### config.mk
export PLATFORM = sky130hd
export DESIGN_NAME = dac_frame_sequencer
export DESIGN_NICKNAME = d
export VERILOG_FILES = /design/src/rtl/dac_seq_pkg.sv /design/src/rtl/dac_seq_timer.sv /design/src/rtl/dac_seq_shifter.sv /design/src/rtl/dac_seq_clear.sv /design/src/rtl/dac_frame_sequencer.sv
export SDC_FILE = /design/constraint.sdc
export NUM_CORES = 1
export LEC_CHECK = 0
export ABC_AREA = 0
export BUFFER_PORTS_ARGS = -buffer_cell sky130_fd_sc_hd__buf_2
export CAP_MARGIN = 20
export CORE_MARGIN = 4
export CORE_UTILIZATION = 55
export CTS_CLUSTER_SIZE = 16
export DETAILED_ROUTE_END_ITERATION = 8
export HOLD_SLACK_MARGIN = 0.1
export PLACE_DENSITY = 0.78
export SETUP_SLACK_MARGIN = 0.5
export SYNTH_ARGS = -nofsm -noshare
export SYNTH_HDL_FRONTEND = slang
export SYNTH_SLANG_ARGS = --single-unit
### constraint.sdc
create_clock -name clk -period 2.1 [get_ports clk]
set_input_delay 0.21 -clock clk [delete_from_list [all_inputs] [get_ports clk]]
set_output_delay 0.21 -clock clk [all_outputs]
set_load 0.05 [all_outputs]
### src/rtl/dac_seq_pkg.sv
package dac_seq_pkg;

  typedef enum logic [2:0] {
    ST_IDLE    = 3'd0,
    ST_SETUP   = 3'd1,
    ST_CLK_LO  = 3'd2,
    ST_CLK_HI  = 3'd3,
    ST_RELEASE = 3'd4,
    ST_STROBE  = 3'd5
  } seq_state_t;

  function automatic int unsigned clamp1(input int unsigned v);
    return (v < 1) ? 1 : v;
  endfunction

  function automatic int unsigned max3(input int unsigned a, input int unsigned b,
                                       input int unsigned c);
    int unsigned m;
    m = (a > b) ? a : b;
    return (m > c) ? m : c;
  endfunction

endpackage

### src/rtl/dac_seq_timer.sv
module dac_seq_timer #(
  parameter int unsigned W = 2
) (
  input  logic         clk,
  input  logic         rst_n,
  input  logic         load,
  input  logic [W-1:0] load_val,
  output logic         expired
);

  logic [W-1:0] cnt_q, cnt_d;

  always_comb begin
    cnt_d = cnt_q;
    if (load) begin
      cnt_d = load_val;
    end else if (cnt_q != '0) begin
      cnt_d = cnt_q - 1'b1;
    end
  end

  always_ff @(posedge clk or negedge rst_n) begin
    if (!rst_n) begin
      cnt_q <= '0;
    end else begin
      cnt_q <= cnt_d;
    end
  end

  assign expired = (cnt_q == '0);

endmodule

### src/rtl/dac_seq_shifter.sv
module dac_seq_shifter #(
  parameter int unsigned FRAME_W = 16
) (
  input  logic               clk,
  input  logic               rst_n,
  input  logic               load,
  input  logic [FRAME_W-1:0] frame_in,
  input  logic               shift,
  output logic               sdata,
  output logic               last
);

  localparam int unsigned CW = $clog2(FRAME_W + 1);

  logic [FRAME_W-1:0] data_q, data_d;
  logic [CW-1:0]      left_q, left_d;

  always_comb begin
    data_d = data_q;
    left_d = left_q;
    if (load) begin
      data_d = frame_in;
      left_d = CW'(FRAME_W);
    end else if (shift) begin
      data_d = {data_q[FRAME_W-2:0], 1'b0};
      left_d = left_q - 1'b1;
    end
  end

  always_ff @(posedge clk or negedge rst_n) begin
    if (!rst_n) begin
      data_q <= '0;
      left_q <= '0;
    end else begin
      data_q <= data_d;
      left_q <= left_d;
    end
  end

  assign sdata = data_q[FRAME_W-1];
  assign last  = (left_q == CW'(1));

endmodule

### src/rtl/dac_seq_clear.sv
module dac_seq_clear #(
  parameter int unsigned PULSE = 3
) (
  input  logic clk,
  input  logic rst_n,
  input  logic start,
  input  logic mid_in,
  output logic clear_n,
  output logic clear_mid,
  output logic active
);

  localparam int unsigned CW = $clog2(PULSE + 1);

  logic [CW-1:0] cnt_q, cnt_d;
  logic          mid_q, mid_d;
  logic          clear_n_q, clear_n_d;

  always_comb begin
    cnt_d = cnt_q;
    mid_d = mid_q;
    if (start) begin
      cnt_d = CW'(PULSE);
      mid_d = mid_in;
    end else if (cnt_q != '0) begin
      cnt_d = cnt_q - 1'b1;
    end
    clear_n_d = (cnt_d == '0);
  end

  always_ff @(posedge clk or negedge rst_n) begin
    if (!rst_n) begin
      cnt_q     <= '0;
      mid_q     <= 1'b0;
      clear_n_q <= 1'b1;
    end else begin
      cnt_q     <= cnt_d;
      mid_q     <= mid_d;
      clear_n_q <= clear_n_d;
    end
  end

  assign clear_n   = clear_n_q;
  assign clear_mid = mid_q;
  assign active    = (cnt_q != '0);

endmodule

### src/rtl/dac_frame_sequencer.sv
module dac_frame_sequencer
  import dac_seq_pkg::*;
#(
  parameter int unsigned CHAN_W    = 2,
  parameter int unsigned CODE_W    = 12,
  parameter int unsigned FILL_W    = 2,
  parameter int unsigned HALF_CYC  = 2,
  parameter int unsigned SETUP_CYC = 1,
  parameter int unsigned LOAD_CYC  = 2,
  parameter int unsigned CLEAR_CYC = 3
) (
  input  logic              clk,
  input  logic              rst_n,
  input  logic              wr_valid,
  input  logic [CHAN_W-1:0] wr_chan,
  input  logic [CODE_W-1:0] wr_code,
  input  logic              clr_req,
  input  logic              clr_mid_sel,
  output logic              busy,
  output logic              done,
  output logic              dac_sel_n,
  output logic              dac_sclk,
  output logic              dac_sdata,
  output logic              dac_load_n,
  output logic              dac_clear_n,
  output logic              dac_clear_mid
);

  localparam int unsigned FRAME_W = CHAN_W + FILL_W + CODE_W;
  localparam int unsigned HALF_E  = clamp1(HALF_CYC);
  localparam int unsigned SETUP_E = clamp1(SETUP_CYC);
  localparam int unsigned LOAD_E  = clamp1(LOAD_CYC);
  localparam int unsigned CLR_E   = clamp1(CLEAR_CYC);
  localparam int unsigned MAXD    = max3(HALF_E, SETUP_E, LOAD_E);
  localparam int unsigned TW      = $clog2(MAXD + 1);

  seq_state_t state_q, state_d;

  logic          tmr_load;
  logic [TW-1:0] tmr_val;
  logic          tmr_exp;
  logic          sh_load, sh_shift, sh_last;
  logic          done_q, done_d;
  logic          sel_n_q, sclk_q, load_n_q;
  logic          accept_wr;
  logic          clr_active, clr_start, clr_pick;
  logic          pend_q, pend_d, pend_mid_q, pend_mid_d;
  logic [FRAME_W-1:0] frame_word;

  assign frame_word = {wr_chan, {FILL_W{1'b0}}, wr_code};
  assign accept_wr  = wr_valid && (state_q == ST_IDLE) && !clr_active;

  // Sequencing of the shift frame
  always_comb begin
    state_d  = state_q;
    tmr_load = 1'b0;
    tmr_val  = '0;
    sh_load  = 1'b0;
    sh_shift = 1'b0;
    done_d   = 1'b0;
    unique case (state_q)
      ST_IDLE: begin
        if (accept_wr) begin
          state_d  = ST_SETUP;
          tmr_load = 1'b1;
          tmr_val  = TW'(SETUP_E - 1);
          sh_load  = 1'b1;
        end
      end
      ST_SETUP: begin
        if (tmr_exp) begin
          state_d  = ST_CLK_LO;
          tmr_load = 1'b1;
          tmr_val  = TW'(HALF_E - 1);
        end
      end
      ST_CLK_LO: begin
        if (tmr_exp) begin
          state_d  = ST_CLK_HI;
          tmr_load = 1'b1;
          tmr_val  = TW'(HALF_E - 1);
        end
      end
      ST_CLK_HI: begin
        if (tmr_exp) begin
          tmr_load = 1'b1;
          if (sh_last) begin
            state_d = ST_RELEASE;
            tmr_val = '0;
          end else begin
            state_d  = ST_CLK_LO;
            tmr_val  = TW'(HALF_E - 1);
            sh_shift = 1'b1;
          end
        end
      end
      ST_RELEASE: begin
        if (tmr_exp) begin
          state_d  = ST_STROBE;
          tmr_load = 1'b1;
          tmr_val  = TW'(LOAD_E - 1);
        end
      end
      ST_STROBE: begin
        if (tmr_exp) begin
          state_d = ST_IDLE;
          done_d  = 1'b1;
        end
      end
      default: state_d = ST_IDLE;
    endcase
  end

  // Clear arbitration: a write accepted in the same idle cycle goes first
  always_comb begin
    clr_start  = (pend_q || clr_req) && (state_q == ST_IDLE) && !accept_wr && !clr_active;
    clr_pick   = clr_req ? clr_mid_sel : pend_mid_q;
    pend_mid_d = clr_req ? clr_mid_sel : pend_mid_q;
    pend_d     = pend_q;
    if (clr_start) begin
      pend_d = 1'b0;
    end else if (clr_req) begin
      pend_d = 1'b1;
    end
  end

  always_ff @(posedge clk or negedge rst_n) begin
    if (!rst_n) begin
      state_q    <= ST_IDLE;
      done_q     <= 1'b0;
      sel_n_q    <= 1'b1;
      sclk_q     <= 1'b1;
      load_n_q   <= 1'b1;
      pend_q     <= 1'b0;
      pend_mid_q <= 1'b0;
    end else begin
      state_q    <= state_d;
      done_q     <= done_d;
      sel_n_q    <= !((state_d == ST_SETUP) || (state_d == ST_CLK_LO) ||
                      (state_d == ST_CLK_HI));
      sclk_q     <= (state_d != ST_CLK_LO);
      load_n_q   <= (state_d != ST_STROBE);
      pend_q     <= pend_d;
      pend_mid_q <= pend_mid_d;
    end
  end

  dac_seq_timer #(.W(TW)) u_timer (
    .clk      (clk),
    .rst_n    (rst_n),
    .load     (tmr_load),
    .load_val (tmr_val),
    .expired  (tmr_exp)
  );

  dac_seq_shifter #(.FRAME_W(FRAME_W)) u_shifter (
    .clk      (clk),
    .rst_n    (rst_n),
    .load     (sh_load),
    .frame_in (frame_word),
    .shift    (sh_shift),
    .sdata    (dac_sdata),
    .last     (sh_last)
  );

  dac_seq_clear #(.PULSE(CLR_E)) u_clear (
    .clk       (clk),
    .rst_n     (rst_n),
    .start     (clr_start),
    .mid_in    (clr_pick),
    .clear_n   (dac_clear_n),
    .clear_mid (dac_clear_mid),
    .active    (clr_active)
  );

  assign busy       = (state_q != ST_IDLE);
  assign done       = done_q;
  assign dac_sel_n  = sel_n_q;
  assign dac_sclk   = sclk_q;
  assign dac_load_n = load_n_q;

endmodule

[After elaboration in Yosys (flattened, before gate mapping)]
Index checks and enable logic that the tools add are counted.
Word-level totals
  input bits: 19
  output and inout bits: 8
  register bits: 36
Cells by class
  reductions and logical operators: 22
  muxes and demuxes: 31
  add/subtract/negate cells: 3
  equality and inequality tests: 11
Operator list (number)
  16-bit 2-to-1 mux: 2
  3-bit 2-to-1 mux: 7
  3-bit case mux with 6 select lines: 1
  1-bit 2-to-1 mux: 13
  3-bit by 2-bit equality test with 1-bit output, second input constant: 4
  5-bit 2-to-1 mux: 2
  2-bit nonzero test: 5
  2-bit 2-to-1 mux: 4
  3-bit by 1-bit equality test with 1-bit output, second input constant: 2
  3-bit equality test, second input constant: 2
  5-bit by 1-bit equality test with 1-bit output, second input constant: 1
  1-bit logical AND: 5
  5-bit by 1-bit subtractor with 5-bit output, second input constant: 1
  2-bit logical NOT: 2
  1-bit case mux with 2 select lines: 2
  4-bit OR reduction: 1
  2-bit by 1-bit subtractor with 2-bit output, second input constant: 2
  1-bit logical NOT: 3
  3-bit logical NOT: 1
  1-bit logical OR: 3
  3-bit by 2-bit != test with 1-bit output, second input constant: 1
  3-bit != test, second input constant: 1
  3-bit nonzero test: 1
  3-bit OR reduction: 1

[Logic depth before layout (Yosys ltp)]
  depth after elaboration: 9
  gate-level depth with buffers: 7
  gate-level depth less buffers: 5

[Modules after synthesis]
From an unflattened synthesis, not the netlist that was laid out.
Second synthesis, totals
  cells, all modules: 167
  area, all modules: 1789.2 um^2
Modules (own cells, without submodules)
  dac_seq_shifter: instances 1, area each 1047.3 um^2, cells an instance 96
  dac_frame_sequencer: instances 1, area each 480.5 um^2, cells an instance 49
  dac_seq_clear: instances 1, area each 147.6 um^2, cells an instance 10
  dac_seq_timer: instances 1, area each 113.9 um^2, cells an instance 12

[Least setup slack after synthesis]
No wires, ideal clock.
  path kind: register -> register
  start: register u_shifter.left_q[1]
  end: register u_shifter.data_q[11]
  path slack: 0.381 ns
  required time: 1.974 ns
  cell stages (with the launch flop): 7
  library setup time: 0.126 ns
  data arrival time: 1.593 ns
  cells stage by stage: dfrtp_1 > inv_1 > ha_1 > or4b_4 > buf_6 > and3_1 > a221o_1
On the way
  longest elaborated chain between the ends: 5
Ends and longest elaborated chain
  start: declaration: line dac_seq_shifter.sv:16  | logic [CW-1:0] left_q, left_d;
  start signal: assignment: line dac_seq_shifter.sv:36  | left_q <= left_d;
  5-bit by 1-bit equality test with 1-bit output: line dac_seq_shifter.sv:41  | assign last = (left_q == CW'(1));
  1-bit 2-to-1 mux: line dac_frame_sequencer.sv:87  | if (sh_last) begin
  1-bit 2-to-1 mux: line dac_frame_sequencer.sv:85  | if (tmr_exp) begin
  1-bit 2-to-1 mux: line dac_frame_sequencer.sv:61  | unique case (state_q)
  2-bit nonzero test (no line)
  end signal: assignment: line dac_seq_shifter.sv:35  | data_q <= data_d;
  end: declaration: line dac_seq_shifter.sv:15  | logic [FRAME_W-1:0] data_q, data_d;
Every way passes these cells.
A chain may end at the register's enable or synchronous reset.

[Final worst setup path]
  start: register u_shifter.left_q[1]
  end: register u_shifter.data_q[9]
Same word-level chain as after synthesis.

==> flow_summary.html <==
<table>
<tr><th>Metric</th><th>Value</th></tr>
<tr><th colspan="2">Outcome</th></tr>
<tr><td>Result of the run</td><td>completed</td></tr>
<tr><th colspan="2">Power</th></tr>
<tr><td>Pwr Density</td><td>1310 nW/um2</td></tr>
<tr><td>Peak supply drop</td><td>0.0009838 V</td></tr>
<tr><td>Static Leak</td><td>1.059 nW</td></tr>
<tr><th colspan="2">Final layout</th></tr>
<tr><td>Commonest cells after routing, fill and taps aside</td><td>dfrtp_1 (32), buf_2 (25), buf_4 (16)</td></tr>
<tr><td>Core occupancy in the finished layout</td><td>0.7439</td></tr>
<tr><td>Filler Cell Count</td><td>around 190</td></tr>
<tr><td>Synthesis-to-layout area growth</td><td>29.64%</td></tr>
<tr><td>Share of layout cells above drive strength 1</td><td>0.3571</td></tr>
<tr><td>Fin area</td><td>2271 um2</td></tr>
<tr><td>Multi-input gate area</td><td>about 840 um2</td></tr>
<tr><td>Number of standard cells in the layout, taps in and fillers out</td><td>about 250</td></tr>
<tr><td>FF/Latch Area</td><td>905.9 um2</td></tr>
<tr><td>Number of diodes</td><td>0</td></tr>
<tr><td>Number of nets in the layout</td><td>231</td></tr>
<tr><td>Most common library cell in the layout ignoring fill and taps</td><td>dfrtp_1</td></tr>
<tr><th colspan="2">STA</th></tr>
<tr><td>Slew Limit Headroom</td><td>0.4715</td></tr>
<tr><td>Layout Skew</td><td>about 0.024 ns</td></tr>
<tr><td>Setup Total Neg Slack</td><td>0 ns</td></tr>
<tr><td>Least-Margin Pin Slew</td><td>0.7927 ns</td></tr>
<tr><td>RSZ-0062 raised after global routing</td><td>true</td></tr>
<tr><td>Top achievable clock speed</td><td>0.5638 GHz</td></tr>
<tr><td>Slew Limit Fails</td><td>0</td></tr>
<tr><td>Clock period minus worst slack</td><td>roughly 1.8 ns</td></tr>
<tr><td>Fraction of the cycle the final worst path needs</td><td>0.8446</td></tr>
<tr><td>Final setup violation count</td><td>0</td></tr>
<tr><td>Number of failing hold endpoints at the final stage</td><td>0</td></tr>
<tr><th colspan="2">Synthesis</th></tr>
<tr><td>Post-synth ARST share</td><td>1.000</td></tr>
<tr><td>Seq/Total Area, Yosys</td><td>0.5171</td></tr>
<tr><td>Syn_nets</td><td>~180</td></tr>
<tr><td>Synthesized area divided by synthesized cell count</td><td>11.23 um2</td></tr>
<tr><td>Number of standard cells after synthesis</td><td>about 160</td></tr>
<tr><td>Top_reg_cell synth</td><td>dfrtp_1</td></tr>
<tr><td>Total number of yosys warnings</td><td>0</td></tr>
<tr><td>Number of synthesized register bits</td><td>36</td></tr>
<tr><td>Count of flip-flops with a built-in enable after synthesis</td><td>0</td></tr>
<tr><td>Syn Std Cell Area</td><td>1752 um2</td></tr>
<tr><td>Cell variety after synth</td><td>49</td></tr>
<tr><th colspan="2">Setup path</th></tr>
<tr><td>Critical path launch point type</td><td>register</td></tr>
<tr><td>CP max stage delay</td><td>0.52 ns</td></tr>
<tr><td>Sequence of cells on the critical path</td><td>inv_2 -&gt; ha_4 -&gt; or4b_4 -&gt; a22oi_2 -&gt; buf_6 -&gt; a221o_1</td></tr>
<tr><td>Crit-path slowest cell</td><td>or4b_4</td></tr>
<tr><td>Path type of the worst setup path</td><td>reg -&gt; reg</td></tr>
<tr><td>Arrival time at the worst endpoint</td><td>2.07 ns</td></tr>
<tr><td>Kind of cell adding the most delay to the critical path</td><td>simple AND/OR/NAND/NOR gates</td></tr>
<tr><td>Required time of the worst setup path</td><td>2.39 ns</td></tr>
<tr><td>Worst Path Buf+Inv</td><td>2</td></tr>
<tr><td>Highest net fanout along the worst path</td><td>7</td></tr>
<tr><td>Crit path capture type</td><td>register</td></tr>
<tr><th colspan="2">Die</th></tr>
<tr><td>Placeable core region</td><td>roughly 3100 um2</td></tr>
<tr><td>Die outline area</td><td>about 4200 um2</td></tr>
<tr><td>Number of rows created at floorplan</td><td>20</td></tr>
<tr><td>Die span in y</td><td>between 60 and 70 um</td></tr>
<tr><td>Initial Utilization</td><td>0.5738</td></tr>
<tr><td>Number of primary I/O pins</td><td>27</td></tr>
<tr><td>Horizontal extent of the die</td><td>around 64 um</td></tr>
<tr><th colspan="2">Clock network</th></tr>
<tr><td>Skew-Pair Late Insertion Delay</td><td>approximately 0.35 ns</td></tr>
<tr><td>Number of buffers inserted during clock tree synthesis</td><td>5</td></tr>
<tr><td>Number of H-tree levels</td><td>2</td></tr>
<tr><td>Clock root buffer</td><td>clkbuf_4</td></tr>
<tr><td>Reg clk slew, reported paths</td><td>0.13 ns</td></tr>
<tr><td>CTS tree</td><td>done</td></tr>
<tr><td>Largest buffer count on any clock path</td><td>2</td></tr>
<tr><td>Sink Count</td><td>36</td></tr>
<tr><th colspan="2">GRT</th></tr>
<tr><td>Overall track demand over capacity in global routing</td><td>0.2221</td></tr>
<tr><td>Global-route wire length before repair</td><td>7.051 mm</td></tr>
<tr><td>GR Overflow Total</td><td>0</td></tr>
<tr><td>Number of antenna violations at the first check in global routing</td><td>0</td></tr>
<tr><td>Pin count of the biggest net entering global routing</td><td>37</td></tr>
<tr><td>Vias in the first global route</td><td>1493</td></tr>
<tr><th colspan="2">Routing</th></tr>
<tr><td>Number of iterations in the first detailed-routing pass</td><td>4</td></tr>
<tr><td>Number of vias per cell</td><td>~6.3</td></tr>
<tr><td>Number of nets with antenna violations after routing</td><td>0</td></tr>
<tr><td>Number of DRC markers after the initial detailed-route iteration</td><td>108</td></tr>
<tr><td>Routed Wire Length</td><td>4.680 mm</td></tr>
<tr><td>Remaining routing DRC violations</td><td>0</td></tr>
<tr><td>Routed vias</td><td>about 1600</td></tr>
<tr><td>Routed wirelength normalized by instance count</td><td>around 18 um</td></tr>
<tr><th colspan="2">Min path</th></tr>
<tr><td>Worst Hold Class</td><td>in -&gt; reg</td></tr>
<tr><th colspan="2">Placement</th></tr>
<tr><td>Placed cell area</td><td>1946 um2</td></tr>
<tr><td>Port Buffers</td><td>26</td></tr>
<tr><td>Final RePlAce weighted congestion</td><td>0.8723</td></tr>
<tr><td>Detailed-placement wirelength estimate</td><td>2.440 mm</td></tr>
<tr><td>Placed insts</td><td>about 220</td></tr>
<tr><th colspan="2">Run</th></tr>
<tr><td>Max capacitance violation total</td><td>0</td></tr>
</table>
==> power breakdown <==
part	switching [mW]	leakage, nW	internal (mW)	total (mW)
clock network	0.229	0.0293	0.131	0.359
registers	0.195	0.447	0.944	1.14
logic	0.809	0.583	0.668	1.48
total	1.23	1.06	1.74	2.98
==> sequential cells by signal, indices dropped and copies added, names as in the netlist <==
register,count
pend_mid_q,1
u_clear.clear_mid,1
dac_load_n,1
state_q,3
u_clear.clear_n,1
dac_sel_n,1
done,1
u_shifter.left_q,5
pend_q,1
u_clear.cnt_q,2
u_shifter.data_q,16
u_timer.cnt_q,2
dac_sclk,1
==> metal layers <==
layer	part of all wire	routed length, um	GRT usage
met1	0.42	1954	0.2914
met2	0.47	2194	0.3492
met3	0.083	390	0.04679
met4	0.030	141	0.1108
met5	0	0	0
==> path summary, 6_finish.rpt <==
kind                                     startpoint             endpoint  slack [ns]  cells after the start
worst max-delay path            u_shifter.left_q[1]  u_shifter.data_q[9]        0.33                      6
worst min-delay path                     wr_code[8]  u_shifter.data_q[8]        0.12                      2
worst max register to register  u_shifter.left_q[1]  u_shifter.data_q[9]        0.33                      6
worst min register to register           pend_mid_q           pend_mid_q        0.51                      1
max in group asynchronous                     rst_n  u_shifter.data_q[7]        1.11                      2
min in group asynchronous                     rst_n  u_shifter.left_q[3]        0.46                      2
==> final cells by class <==
class,count,area share
multi-input cells,104,0.3686
clock buffers,7,0.01983
clock inverters,1,0.002204
repair buffers,55,0.1747
well taps,44,0.02424
flip-flops and latches,36,0.3989
inverters,7,0.01157
==> cells in the mapped netlist, drive strengths merged, types with 2 or more instances <==
cell,count,area [um2]
a22oi,2,20.02
dfrtp,32,800.8
ha,3,37.54
inv,7,26.28
o2bb2ai,2,17.52
or3,2,12.51
nor3,6,35.03
o22ai,2,12.51
a221o,11,110.1
o311ai,2,17.52
nor2,7,42.54
nand3,4,20.02
buf,7,53.80
o21ai,11,55.05
a21oi,4,20.02
or4,3,22.52
nand2b,3,18.77
dfstp,4,105.1
nand2,4,15.01
mux2,3,33.78
xor2,3,26.28
clkbuf,4,15.01
and3,10,62.56
==> cells by family after synthesis <==
kind of cell	after synthesis	synth area share
compound gates	44	0.1914
xor+xnor	3	0.01500
fa+ha+maj	3	0.02143
buf+inv	18	0.05429
flops	36	0.5171
mux	3	0.01928
simple gates	49	0.1814
==> metrics by stage <==
| stage | hold WS (ns) | power [mW] | setup WS (ns) |
|---|---|---|---|
| finish | 0.1188 | 2.975 | 0.3264 |
| global route | 0.1058 | 3.145 | 0.2539 |
| CTS | 0.1032 | 2.849 | 0.3745 |
| detailed placement | 0.3365 | 2.286 | 0.2741 |
| global placement | 0.3208 | 2.216 | 0.3676 |
| floorplan | -0.08559 | 1.987 | 0.3808 |
==> repair_timing <==
action | 4_1_cts | 5_1_grt
hold buffers | 6 | 2
setup buffers | 8 | 3
resized for setup | 17 | 3
endpoints found under the hold margin | 37 | 2
cloned | 2 | 1
setup endpoints to repair | 27 | 27
pin swaps | 6 | 7
Note: power is estimated with default switching activity, not from simulation.
